==> src/rtl/led3_pkg.sv <==
// Shared constants and types for the three-slice LED frame encoder.
// Assumes a 32-bit message word whose transmitted field is bits 29..4.
package led3_pkg;
    localparam int MSG_W      = 32;
    localparam int FRAME_MSB  = 29;
    localparam int FRAME_LSB  = 4;
    localparam int FRAME_BITS = FRAME_MSB - FRAME_LSB + 1;

    // Frame sequencer states; the line level is decoded from these.
    typedef enum logic [2:0] {
        ST_IDLE  = 3'd0,
        ST_START = 3'd1,
        ST_LOW   = 3'd2,
        ST_MID   = 3'd3,
        ST_HIGH  = 3'd4,
        ST_GAP   = 3'd5
    } led3_state_e;
endpackage

==> src/rtl/led3_slice_timer.sv <==
// Slice timer: counts clock cycles inside the current slice and flags its
// last cycle. The slice length is captured when a frame begins (load) and
// held for the whole frame; a zero request is treated as one cycle.
// Assumes run is low only while the encoder is idle.
module led3_slice_timer #(
    parameter int SLICE_W = 16
) (
    input  logic               clk,
    input  logic               rst_n,
    input  logic               load,
    input  logic [SLICE_W-1:0] len_in,
    input  logic               run,
    output logic               slice_end,
    output logic [SLICE_W-1:0] cnt_q,
    output logic [SLICE_W-1:0] len_q
);
    logic [SLICE_W-1:0] len_eff;

    // Clamp the requested length to at least one cycle.
    always_comb begin
        len_eff = (len_in == '0) ? SLICE_W'(1) : len_in;
    end

    // Last cycle of the current slice.
    always_comb begin
        slice_end = run && (cnt_q == (len_q - SLICE_W'(1)));
    end

    // Capture the length at frame start and advance the in-slice counter.
    always_ff @(posedge clk) begin
        if (!rst_n) begin
            len_q <= SLICE_W'(1);
            cnt_q <= '0;
        end else begin
            if (load) begin
                len_q <= len_eff;
            end
            if (load || !run || slice_end) begin
                cnt_q <= '0;
            end else begin
                cnt_q <= cnt_q + SLICE_W'(1);
            end
        end
    end
endmodule

==> src/rtl/led3_bit_shifter.sv <==
// Data path: holds one word accepted during the gap, loads the 26-bit
// transmit field at frame start, and shifts it most significant bit first.
// Assumes frame_go and accept come from the sequencer and top, and that a
// hold is only requested while a frame is in progress.
module led3_bit_shifter
    import led3_pkg::*;
#(
    parameter int IDX_W = $clog2(FRAME_BITS)
) (
    input  logic                  clk,
    input  logic                  rst_n,
    input  logic                  accept,
    input  logic                  frame_go,
    input  logic                  adv_bit,
    input  logic [FRAME_BITS-1:0] field_in,
    output logic                  pend_valid,
    output logic                  data_bit,
    output logic                  last_bit,
    output logic [IDX_W-1:0]      bit_idx
);
    logic [FRAME_BITS-1:0] pend_field;
    logic [FRAME_BITS-1:0] shreg;
    logic [FRAME_BITS-1:0] load_field;

    // The word for a new frame comes from the hold register if it is full.
    always_comb begin
        load_field = pend_valid ? pend_field : field_in;
    end

    // Current data bit and end-of-frame detection.
    always_comb begin
        data_bit = shreg[FRAME_BITS-1];
        last_bit = (bit_idx == IDX_W'(FRAME_BITS - 1));
    end

    // One-deep hold register for a word accepted during the gap.
    always_ff @(posedge clk) begin
        if (!rst_n) begin
            pend_valid <= 1'b0;
            pend_field <= '0;
        end else if (frame_go) begin
            pend_valid <= 1'b0;
        end else if (accept) begin
            pend_valid <= 1'b1;
            pend_field <= field_in;
        end
    end

    // Shift register and bit index for the frame in flight.
    always_ff @(posedge clk) begin
        if (!rst_n) begin
            shreg   <= '0;
            bit_idx <= '0;
        end else if (frame_go) begin
            shreg   <= load_field;
            bit_idx <= '0;
        end else if (adv_bit) begin
            shreg   <= {shreg[FRAME_BITS-2:0], 1'b0};
            bit_idx <= bit_idx + IDX_W'(1);
        end
    end
endmodule

==> src/rtl/led3_frame_fsm.sv <==
// Frame sequencer: walks start pulse, three slices per bit and the gap,
// counting gap slices. It decides when a new frame begins (frame_go) and
// when the data path advances to the next bit.
// Assumes slice_end comes from the slice timer for the current state.
module led3_frame_fsm
    import led3_pkg::*;
#(
    parameter int GAP_SLICES = 4
) (
    input  logic        clk,
    input  logic        rst_n,
    input  logic        slice_end,
    input  logic        last_bit,
    input  logic        accept,
    input  logic        pend_valid,
    output led3_state_e state,
    output logic        frame_go,
    output logic        adv_bit
);
    localparam int GAP_N = (GAP_SLICES < 3) ? 3 : GAP_SLICES;
    localparam int GAP_W = $clog2(GAP_N + 1);

    led3_state_e       state_nx;
    logic [GAP_W-1:0]  gap_cnt;
    logic              gap_done;

    // Final cycle of the final gap slice.
    always_comb begin
        gap_done = (state == ST_GAP) && slice_end && (gap_cnt == GAP_W'(GAP_N - 1));
    end

    // A frame begins from idle on acceptance, or at gap end with a word in hand.
    always_comb begin
        frame_go = ((state == ST_IDLE) && accept) ||
                   (gap_done && (pend_valid || accept));
        adv_bit  = (state == ST_HIGH) && slice_end && !last_bit;
    end

    // Next-state selection.
    always_comb begin
        state_nx = state;
        case (state)
            ST_IDLE:  if (frame_go)  state_nx = ST_START;
            ST_START: if (slice_end) state_nx = ST_LOW;
            ST_LOW:   if (slice_end) state_nx = ST_MID;
            ST_MID:   if (slice_end) state_nx = ST_HIGH;
            ST_HIGH:  if (slice_end) state_nx = last_bit ? ST_GAP : ST_LOW;
            ST_GAP:   if (gap_done)  state_nx = frame_go ? ST_START : ST_IDLE;
            default:                 state_nx = ST_IDLE;
        endcase
    end

    // State register.
    always_ff @(posedge clk) begin
        if (!rst_n) begin
            state <= ST_IDLE;
        end else begin
            state <= state_nx;
        end
    end

    // Gap slice counter, cleared outside the gap.
    always_ff @(posedge clk) begin
        if (!rst_n) begin
            gap_cnt <= '0;
        end else if (state != ST_GAP) begin
            gap_cnt <= '0;
        end else if (slice_end) begin
            gap_cnt <= gap_cnt + GAP_W'(1);
        end
    end
endmodule

==> src/rtl/led3_frame_tx.sv <==
// Top of the three-slice LED frame encoder: handshake, line decode and
// wiring of timer, sequencer and data path.
// Assumes slice_len is meaningful when a frame begins; bits 31:30 and 3:0
// of the message word are not transmitted.
module led3_frame_tx
    import led3_pkg::*;
#(
    parameter int SLICE_W    = 16,
    parameter int GAP_SLICES = 4
) (
    input  logic               clk,
    input  logic               rst_n,
    input  logic [SLICE_W-1:0] slice_len,
    input  logic [MSG_W-1:0]   msg_word,
    input  logic               msg_valid,
    output logic               msg_ready,
    output logic               line_out,
    output logic               busy
);
    localparam int IDX_W = $clog2(FRAME_BITS);

    led3_state_e        state;
    logic               accept;
    logic               frame_go;
    logic               adv_bit;
    logic               slice_end;
    logic               pend_valid;
    logic               data_bit;
    logic               last_bit;
    logic [IDX_W-1:0]   bit_idx;
    logic [SLICE_W-1:0] slice_cnt;
    logic [SLICE_W-1:0] slice_len_q;
    logic               unused_word_bits;

    // Bits outside the transmitted field are deliberately dropped.
    assign unused_word_bits = ^{msg_word[MSG_W-1:FRAME_MSB+1], msg_word[FRAME_LSB-1:0]};

    // Handshake: open while idle, or during the gap with the hold empty.
    always_comb begin
        msg_ready = (state == ST_IDLE) || ((state == ST_GAP) && !pend_valid);
        accept    = msg_valid && msg_ready;
        busy      = (state != ST_IDLE);
    end

    // Line level decoded from the registered state and current data bit.
    always_comb begin
        case (state)
            ST_START: line_out = 1'b1;
            ST_MID:   line_out = !data_bit;
            ST_HIGH:  line_out = 1'b1;
            default:  line_out = 1'b0;
        endcase
    end

    led3_slice_timer #(.SLICE_W(SLICE_W)) u_timer (
        .clk       (clk),
        .rst_n     (rst_n),
        .load      (frame_go),
        .len_in    (slice_len),
        .run       (busy),
        .slice_end (slice_end),
        .cnt_q     (slice_cnt),
        .len_q     (slice_len_q)
    );

    led3_frame_fsm #(.GAP_SLICES(GAP_SLICES)) u_fsm (
        .clk        (clk),
        .rst_n      (rst_n),
        .slice_end  (slice_end),
        .last_bit   (last_bit),
        .accept     (accept),
        .pend_valid (pend_valid),
        .state      (state),
        .frame_go   (frame_go),
        .adv_bit    (adv_bit)
    );

    led3_bit_shifter #(.IDX_W(IDX_W)) u_shift (
        .clk        (clk),
        .rst_n      (rst_n),
        .accept     (accept),
        .frame_go   (frame_go),
        .adv_bit    (adv_bit),
        .field_in   (msg_word[FRAME_MSB:FRAME_LSB]),
        .pend_valid (pend_valid),
        .data_bit   (data_bit),
        .last_bit   (last_bit),
        .bit_idx    (bit_idx)
    );
endmodule

==> config.mk <==
export PLATFORM = sky130hd
export DESIGN_NAME = led3_frame_tx
export DESIGN_NICKNAME = d
export VERILOG_FILES = /design/src/rtl/led3_pkg.sv /design/src/rtl/led3_slice_timer.sv /design/src/rtl/led3_bit_shifter.sv /design/src/rtl/led3_frame_fsm.sv /design/src/rtl/led3_frame_tx.sv
export SDC_FILE = /design/constraint.sdc
export NUM_CORES = 1
export LEC_CHECK = 0
export CAP_MARGIN = 20
export CORE_ASPECT_RATIO = 1.2
export CORE_MARGIN = 4
export CORE_UTILIZATION = 30
export DETAILED_ROUTE_END_ITERATION = 8
export DONT_BUFFER_PORTS = 1
export SLEW_MARGIN = 20
export SYNTH_ARGS = -nofsm -noshare
export SYNTH_HDL_FRONTEND = slang
export SYNTH_HIERARCHICAL = 1
export SYNTH_SLANG_ARGS = --single-unit
==> constraint.sdc <==
create_clock -name clk -period 7.6 [get_ports clk]
set_input_delay 0.76 -clock clk [delete_from_list [all_inputs] [get_ports clk]]
set_output_delay 0.76 -clock clk [all_outputs]
set_load 0.02 [all_outputs]
Word-level counts from Yosys, hierarchy flattened
Index checks and enable logic that the tools add are counted.
Widths: inputs -> output; s select.
{ "word_totals": {"reg_bits": 96, "output_inout_bits": 3, "word_cells": 71} }
{ "classes": {"n_addsub": 4, "n_eq_ne": 15, "muxes": 14, "bitwise": 2, "reduce_logical": 28} }
{ "op_table": {"columns": ["cell", "count"], "rows": [
  ["$mux 26", 3],
  ["$mux 3", 7],
  ["$pmux 3 s6", 1],
  ["$add 16x1->16 const B", 1],
  ["$eq 16x16->1", 1],
  ["$logic_not 16->1", 1],
  ["$mux 16", 1],
  ["$sub 16x1->16 const B", 1],
  ["$ne 2x1->1 const B", 6],
  ["$eq 3x2->1 const B", 3],
  ["$logic_and 1x1->1", 9],
  ["$reduce_or 2->1", 4],
  ["$eq 3x3->1 const B", 2],
  ["$reduce_and 6->1", 1],
  ["$add 5x1->5 const B", 1],
  ["$eq 5x5->1 const B", 1],
  ["$logic_or 1x1->1", 5],
  ["$logic_not 1->1", 4],
  ["$add 3x1->3 const B", 1],
  ["$eq 3x1->1 const B", 1],
  ["$logic_not 3->1", 1],
  ["$ne 3x3->1 const B", 1],
  ["$reduce_bool 3->1", 1],
  ["$not 1->1", 2],
  ["other kinds (4)", 4]
]} }

Longest topological paths before layout
{ "depth": {"ltp_word": 10, "depth_mapped": 17, "depth_no_buf": 13} }

By module
Netlist, hierarchy kept.
{ "by_module_without_submodules": {"columns": ["mod", "instances", "cells_per_inst", "area_each_um2"], "rows": [
  ["led3_bit_shifter", 1, 259, 2536.2],
  ["led3_slice_timer", 1, 206, 1858.0],
  ["led3_frame_fsm", 1, 55, 456.7],
  ["led3_frame_tx", 1, 7, 60.1]
]} }

Worst setup path after synthesis
OpenSTA, ideal clock, no wires.
{ "synth_path": {"kind": "register to register", "start": "reg u_timer.len_q[8]", "end": "reg u_timer.len_q[10]", "arrival_time_ns": 3.484, "t_required_ns": 7.483, "setup_slack_ns": 3.999, "path_stages_with_launch": 14, "path_buffers": 3, "period_less_slack_ns": 3.601, "cell_sequence": "dfxtp_1 -> or4_1 -> or3_4 -> nor4_2 -> o22ai_2 -> nor4_4 -> buf_6 -> buf_4 -> o211ai_1 -> nor2_1 -> o21ba_2 -> buf_1 -> mux2i_1 -> nor2b_1"} }
{ "synth_between": {"elab_chain_cells": 7} }
{ "synth_rtl": {"columns": ["element", "line_no", "text"], "rows": [
  ["from (decl)", "led3_slice_timer.sv:15", "output logic [SLICE_W-1:0] len_q"],
  ["from (signal assigned)", "led3_slice_timer.sv:36", "len_q <= len_eff;"],
  ["$sub 16x1->16", "led3_slice_timer.sv:26", "slice_end = run && (cnt_q == (len_q - SLICE_W'(1)));"],
  ["$eq 16x16->1", "led3_slice_timer.sv:26", null],
  ["$logic_and 1x1->1", "led3_slice_timer.sv:26", null],
  ["via slice_end", "led3_frame_tx.sv:26", "logic slice_end;"],
  ["$logic_and 1x1->1 (2 in a row)", "led3_frame_fsm.sv:29", "gap_done = (state == ST_GAP) && slice_end && (gap_cnt == GAP_W'(GAP_N - 1));"],
  ["$logic_and 1x1->1", "led3_frame_fsm.sv:35", "(gap_done && (pend_valid || accept));"],
  ["$logic_or 1x1->1", "led3_frame_fsm.sv:34", "frame_go = ((state == ST_IDLE) && accept) ||"],
  ["via frame_go", "led3_frame_tx.sv:24", "logic frame_go;"]
]} }
The timed path passes the listed nets, and every way through them passes these cells.
A chain may end at the register's enable or synchronous reset.

Worst setup path in the final report
{ "layout_path": {"start": "reg u_timer.len_q[4]", "end": "reg u_shift.pend_field[20]"} }
{ "layout_between": {"elab_chain_cells": 9} }
{ "layout_rtl": {"columns": ["element", "line_no", "text"], "rows": [
  ["$sub 16x1->16", "led3_slice_timer.sv:26", null],
  ["$eq 16x16->1", "led3_slice_timer.sv:26", null],
  ["$logic_and 1x1->1", "led3_slice_timer.sv:26", null],
  ["via slice_end", "led3_frame_tx.sv:26", null],
  ["$logic_and 1x1->1 (2 in a row)", "led3_frame_fsm.sv:29", null],
  ["$logic_and 1x1->1", "led3_frame_fsm.sv:35", null],
  ["$logic_or 1x1->1", "led3_frame_fsm.sv:34", null],
  ["via frame_go", "led3_frame_tx.sv:24", null],
  ["$not 1->1 (no source line)", null, null],
  ["$reduce_and 2->1 (no source line)", null, null],
  ["to (signal assigned)", "led3_bit_shifter.sv:45", "pend_field <= field_in;"],
  ["to (decl)", "led3_bit_shifter.sv:21", "logic [FRAME_BITS-1:0] pend_field;"]
]} }
The timed path passes the listed nets, and every way through them passes these cells.

==> metrics.csv <==
stage,metric,value,unit
final_layout,fill cell count,1616,
worst_hold_path,hold path depth,2,
logic_synthesis,ranking of synthesized cells by area,"dfxtp_1 (39%), mux2i_1 (14%), nand2_1 (5.6%)",
setup_path,worst-path cell chain,nor4_1 -> nand2_1 -> nor4_2 -> o22ai_2 -> nor4_4 -> buf_4 -> o211ai_1 -> nor2_1 -> o21ba_2 -> nand2b_1 -> nand2_1 -> a21boi_1,
cts,clk_lat worst skew,0.35,ns
grt,gr ovfl total,0,
run,max_cap viols,0,
timing,pins over their slew limit,0,
timing,Final min period,4.75,ns
cts,CTS tree,yes,
logic_synthesis,Synth cell types,56,
grt,vias in the first global route,3579,
final_layout,footprint of the multi-input gates,0.00271,mm^2
cts,H-tree depth,3,
detailed_routing,drt total wl,10.0,mm
detailed_routing,post-route ant nets,0,
setup_path,Crit Path Category,register to register,
setup_path,CP dominant cell by count,nand2_1,
logic_synthesis,Yosys top cell by area,dfxtp_1,
final_layout,Area Growth Syn to Fin,7.67,%
logic_synthesis,Seq cells post-synth,96,
outcome,run status,completed,
logic_synthesis,Post-synth top cells,"dfxtp_1 (96), nand2_1 (73), mux2i_1 (68)",
place,Port Buf Inserts,0,
final_layout,Final nets,563,
final_layout,Reg area,0.00192,mm^2
place,placed cells,703,
detailed_routing,vias per std cell,4.96,
setup_path,max incr delay on CP,0.88,ns
cts,Clock Root Buffer,clkbuf_16,
grt,antenna violations before repair,1,
cts,TritonCTS Sinks,96,
final_layout,Post-Route Utilization,0.334,
setup_path,"Slowest-stage cell, CP",nand2b_1,
timing,fin crit share,0.625,
logic_synthesis,Mapped Area,0.00491,mm^2
timing,RSZ-0062 raised after global routing,no,
grt,first-pass GRT wire length,16.6,mm
cts,CTS Hold Bufs,0,
power,"IR drop worst, VDD",0.176,mV
cts,post-CTS setup buffer count,0,
detailed_routing,initial DRC count,168,
timing,Clock Skews,0.00944,ns
power,Pwr Total,1620,uW
setup_path,crit-path max FO,36,
setup_path,critical path capture point type,register,
cts,Post-CTS Resized,0,
detailed_routing,residual DRC count,0,
setup_path,Worst EP arrival,5.02,ns
place,routability cong.,0.799,
power,Leak,0.00172,uW
logic_synthesis,Synthesized Nets,584,
final_layout,layout cell share with drive strength beyond 1,0.0647,
die,Core Footprint,0.0158,mm^2
timing,final setup fails,0,
cts,CTS Buf Count,9,
logic_synthesis,ys async rst share,0,
die,row count,50,
cts,Worst-path clk slew,0.07,ns
grt,global-route usage over all layers,0.108,
die,Die Span Y,148,um
timing,Post-Route Setup TNS,0,ns
detailed_routing,Vias,3568,
timing,worst-margin pin slew,1.03,ns
final_layout,Finished Layout Cells,719,
timing,final hold vios,0,
place,post-DP HPWL,6.88,mm
grt,largest net degree at the start of global routing,52,
die,die width,125,um
timing,Max-slew headroom,0.316,
logic_synthesis,dominant synthesized flop cell,dfxtp_1,
logic_synthesis,top-area cell type share of the netlist area,0.391,
die,DIE AREA,0.0185,mm^2
logic_synthesis,Synth Area per Inst,9.32,um^2
worst_hold_path,hold crit path type,register to register,
logic_synthesis,"Seq/Total Area, Yosys",0.391,
logic_synthesis,most frequent cell after synthesis,dfxtp_1,
detailed_routing,First-pass DRT Iterations,4,
logic_synthesis,yosys warns,6,
cts,clock buffer depth,2,
timing,Max Fclk,211,MHz
logic_synthesis,Mapped Cells,527,
die,Starting Density,0.310,
logic_synthesis,number of synthesized flops with an enable pin,0,
power,Pwr per Cell Area,307,mW/mm^2
detailed_routing,post-DR wirelength/cell,13.9,um
die,IO Pins,54,
setup_path,Required @ worst endpoint,7.87,ns
setup_path,crit start category,register,
setup_path,Worst R2R Path Depth,12,
## critical path: cells and delay by family (launching register included)
kind	cells	cell delay, ns
AOI/OAI and AO/OA	4	1.28
DFF	1	0.38
buffers and inverters	1	0.33
and+or+nand+nor	7	2.64
## layout make-up
type | instances | share of cell area
multi-input cells | 389 | 0.513
flip-flops and latches | 96 | 0.363
well taps | 208 | 0.0492
clock buffers | 9 | 0.0426
clock inverters | 6 | 0.0220
inverters | 7 | 0.00497
repair buffers | 3 | 0.00426
diodes | 1 | 0.000473
## state kept, by name, summed over array words and instances (netlist names)
| name | count |
|---|---|
| u_shift/pend_field | 26 |
| u_shift/shreg | 26 |
| u_timer/cnt_q | 16 |
| u_timer/len_q | 16 |
| u_shift/bit_idx | 5 |
| u_fsm/gap_cnt | 3 |
| u_fsm/state | 3 |
| u_shift/pend_valid | 1 |
## routing by layer
layer	track usage	wire, um	vias up
met1	0.125	4360	1662
met2	0.182	4820	72
li1	-	-	1821
met3	0.0435	720	13
met5	0	0	-
met4	0.0356	136	0
## cell usage in the layout, fill, tap and decap left out, types with 3 or more instances in the layout
cell / Yosys / layout
and3_1: 3 / 3
nand4_1: 6 / 6
nand2_1: 73 / 73
a21boi_1: 20 / 20
nor2b_1: 18 / 17
o21ai_0: 5 / 5
nor4_1: 18 / 18
nor2_1: 26 / 26
a21oi_1: 7 / 7
mux2i_1: 68 / 68
a31oi_1: 3 / 3
nand2b_1: 6 / 5
xor2_1: 13 / 13
nand3b_1: 3 / 3
inv_1: 7 / 7
ha_1: 6 / 6
a211oi_1: 3 / 3
bufinv_16: 0 / 3
nor3_1: 7 / 7
o22ai_1: 27 / 27
nand3_1: 8 / 8
dfxtp_1: 96 / 96
a21boi_0: 7 / 7
buf_4: 8 / 3
xnor2_1: 28 / 28
clkbuf_16: 0 / 9
## power by group
part	total, uW	switching (uW)	internal (uW)	leakage (uW)
combinational	453	263	190	0.000772
sequential	653	69.4	584	0.000783
clock	518	196	322	0.000166
## cell families (layout without fill, tap and decap cells)
group | Yosys count | after routing | synth area share
multiplexers | 69 | 69 | 0.141
flip-flops | 96 | 96 | 0.391
buffers and inverters | 42 | 25 | 0.0583
other | 0 | 1 | 0
XOR/XNOR | 41 | 41 | 0.0731
AO/OA/AOI/OAI | 85 | 85 | 0.119
adder cells (fa/ha/maj) | 6 | 6 | 0.0153
AND/OR/NAND/NOR | 188 | 188 | 0.202
## stage by stage
stage / setup WS [ns] / area [um^2] / hold WS (ns)
finish: 2.85 / 5290 / 0.452
global route: 2.33 / 5290 / 0.468
CTS: 2.77 / 5280 / 0.454
detailed placement: 2.80 / 4940 / 0.445
global placement: 2.86 / 4940 / 0.440
floorplan: 4.00 / 4910 / 0.435
## final timing paths
| kind | startpoint | to | slack (ns) |
|---|---|---|---|
| hold reg to reg | u_shift/pend_field[18] | u_shift/pend_field[18] | 0.45 |
| setup / recovery | u_timer/len_q[4] | u_shift/pend_field[20] | 2.85 |
| setup reg to reg | u_timer/len_q[4] | u_shift/pend_field[20] | 2.85 |
| hold / removal | u_shift/pend_field[18] | u_shift/pend_field[18] | 0.45 |
(Power assumes the default switching activity.)
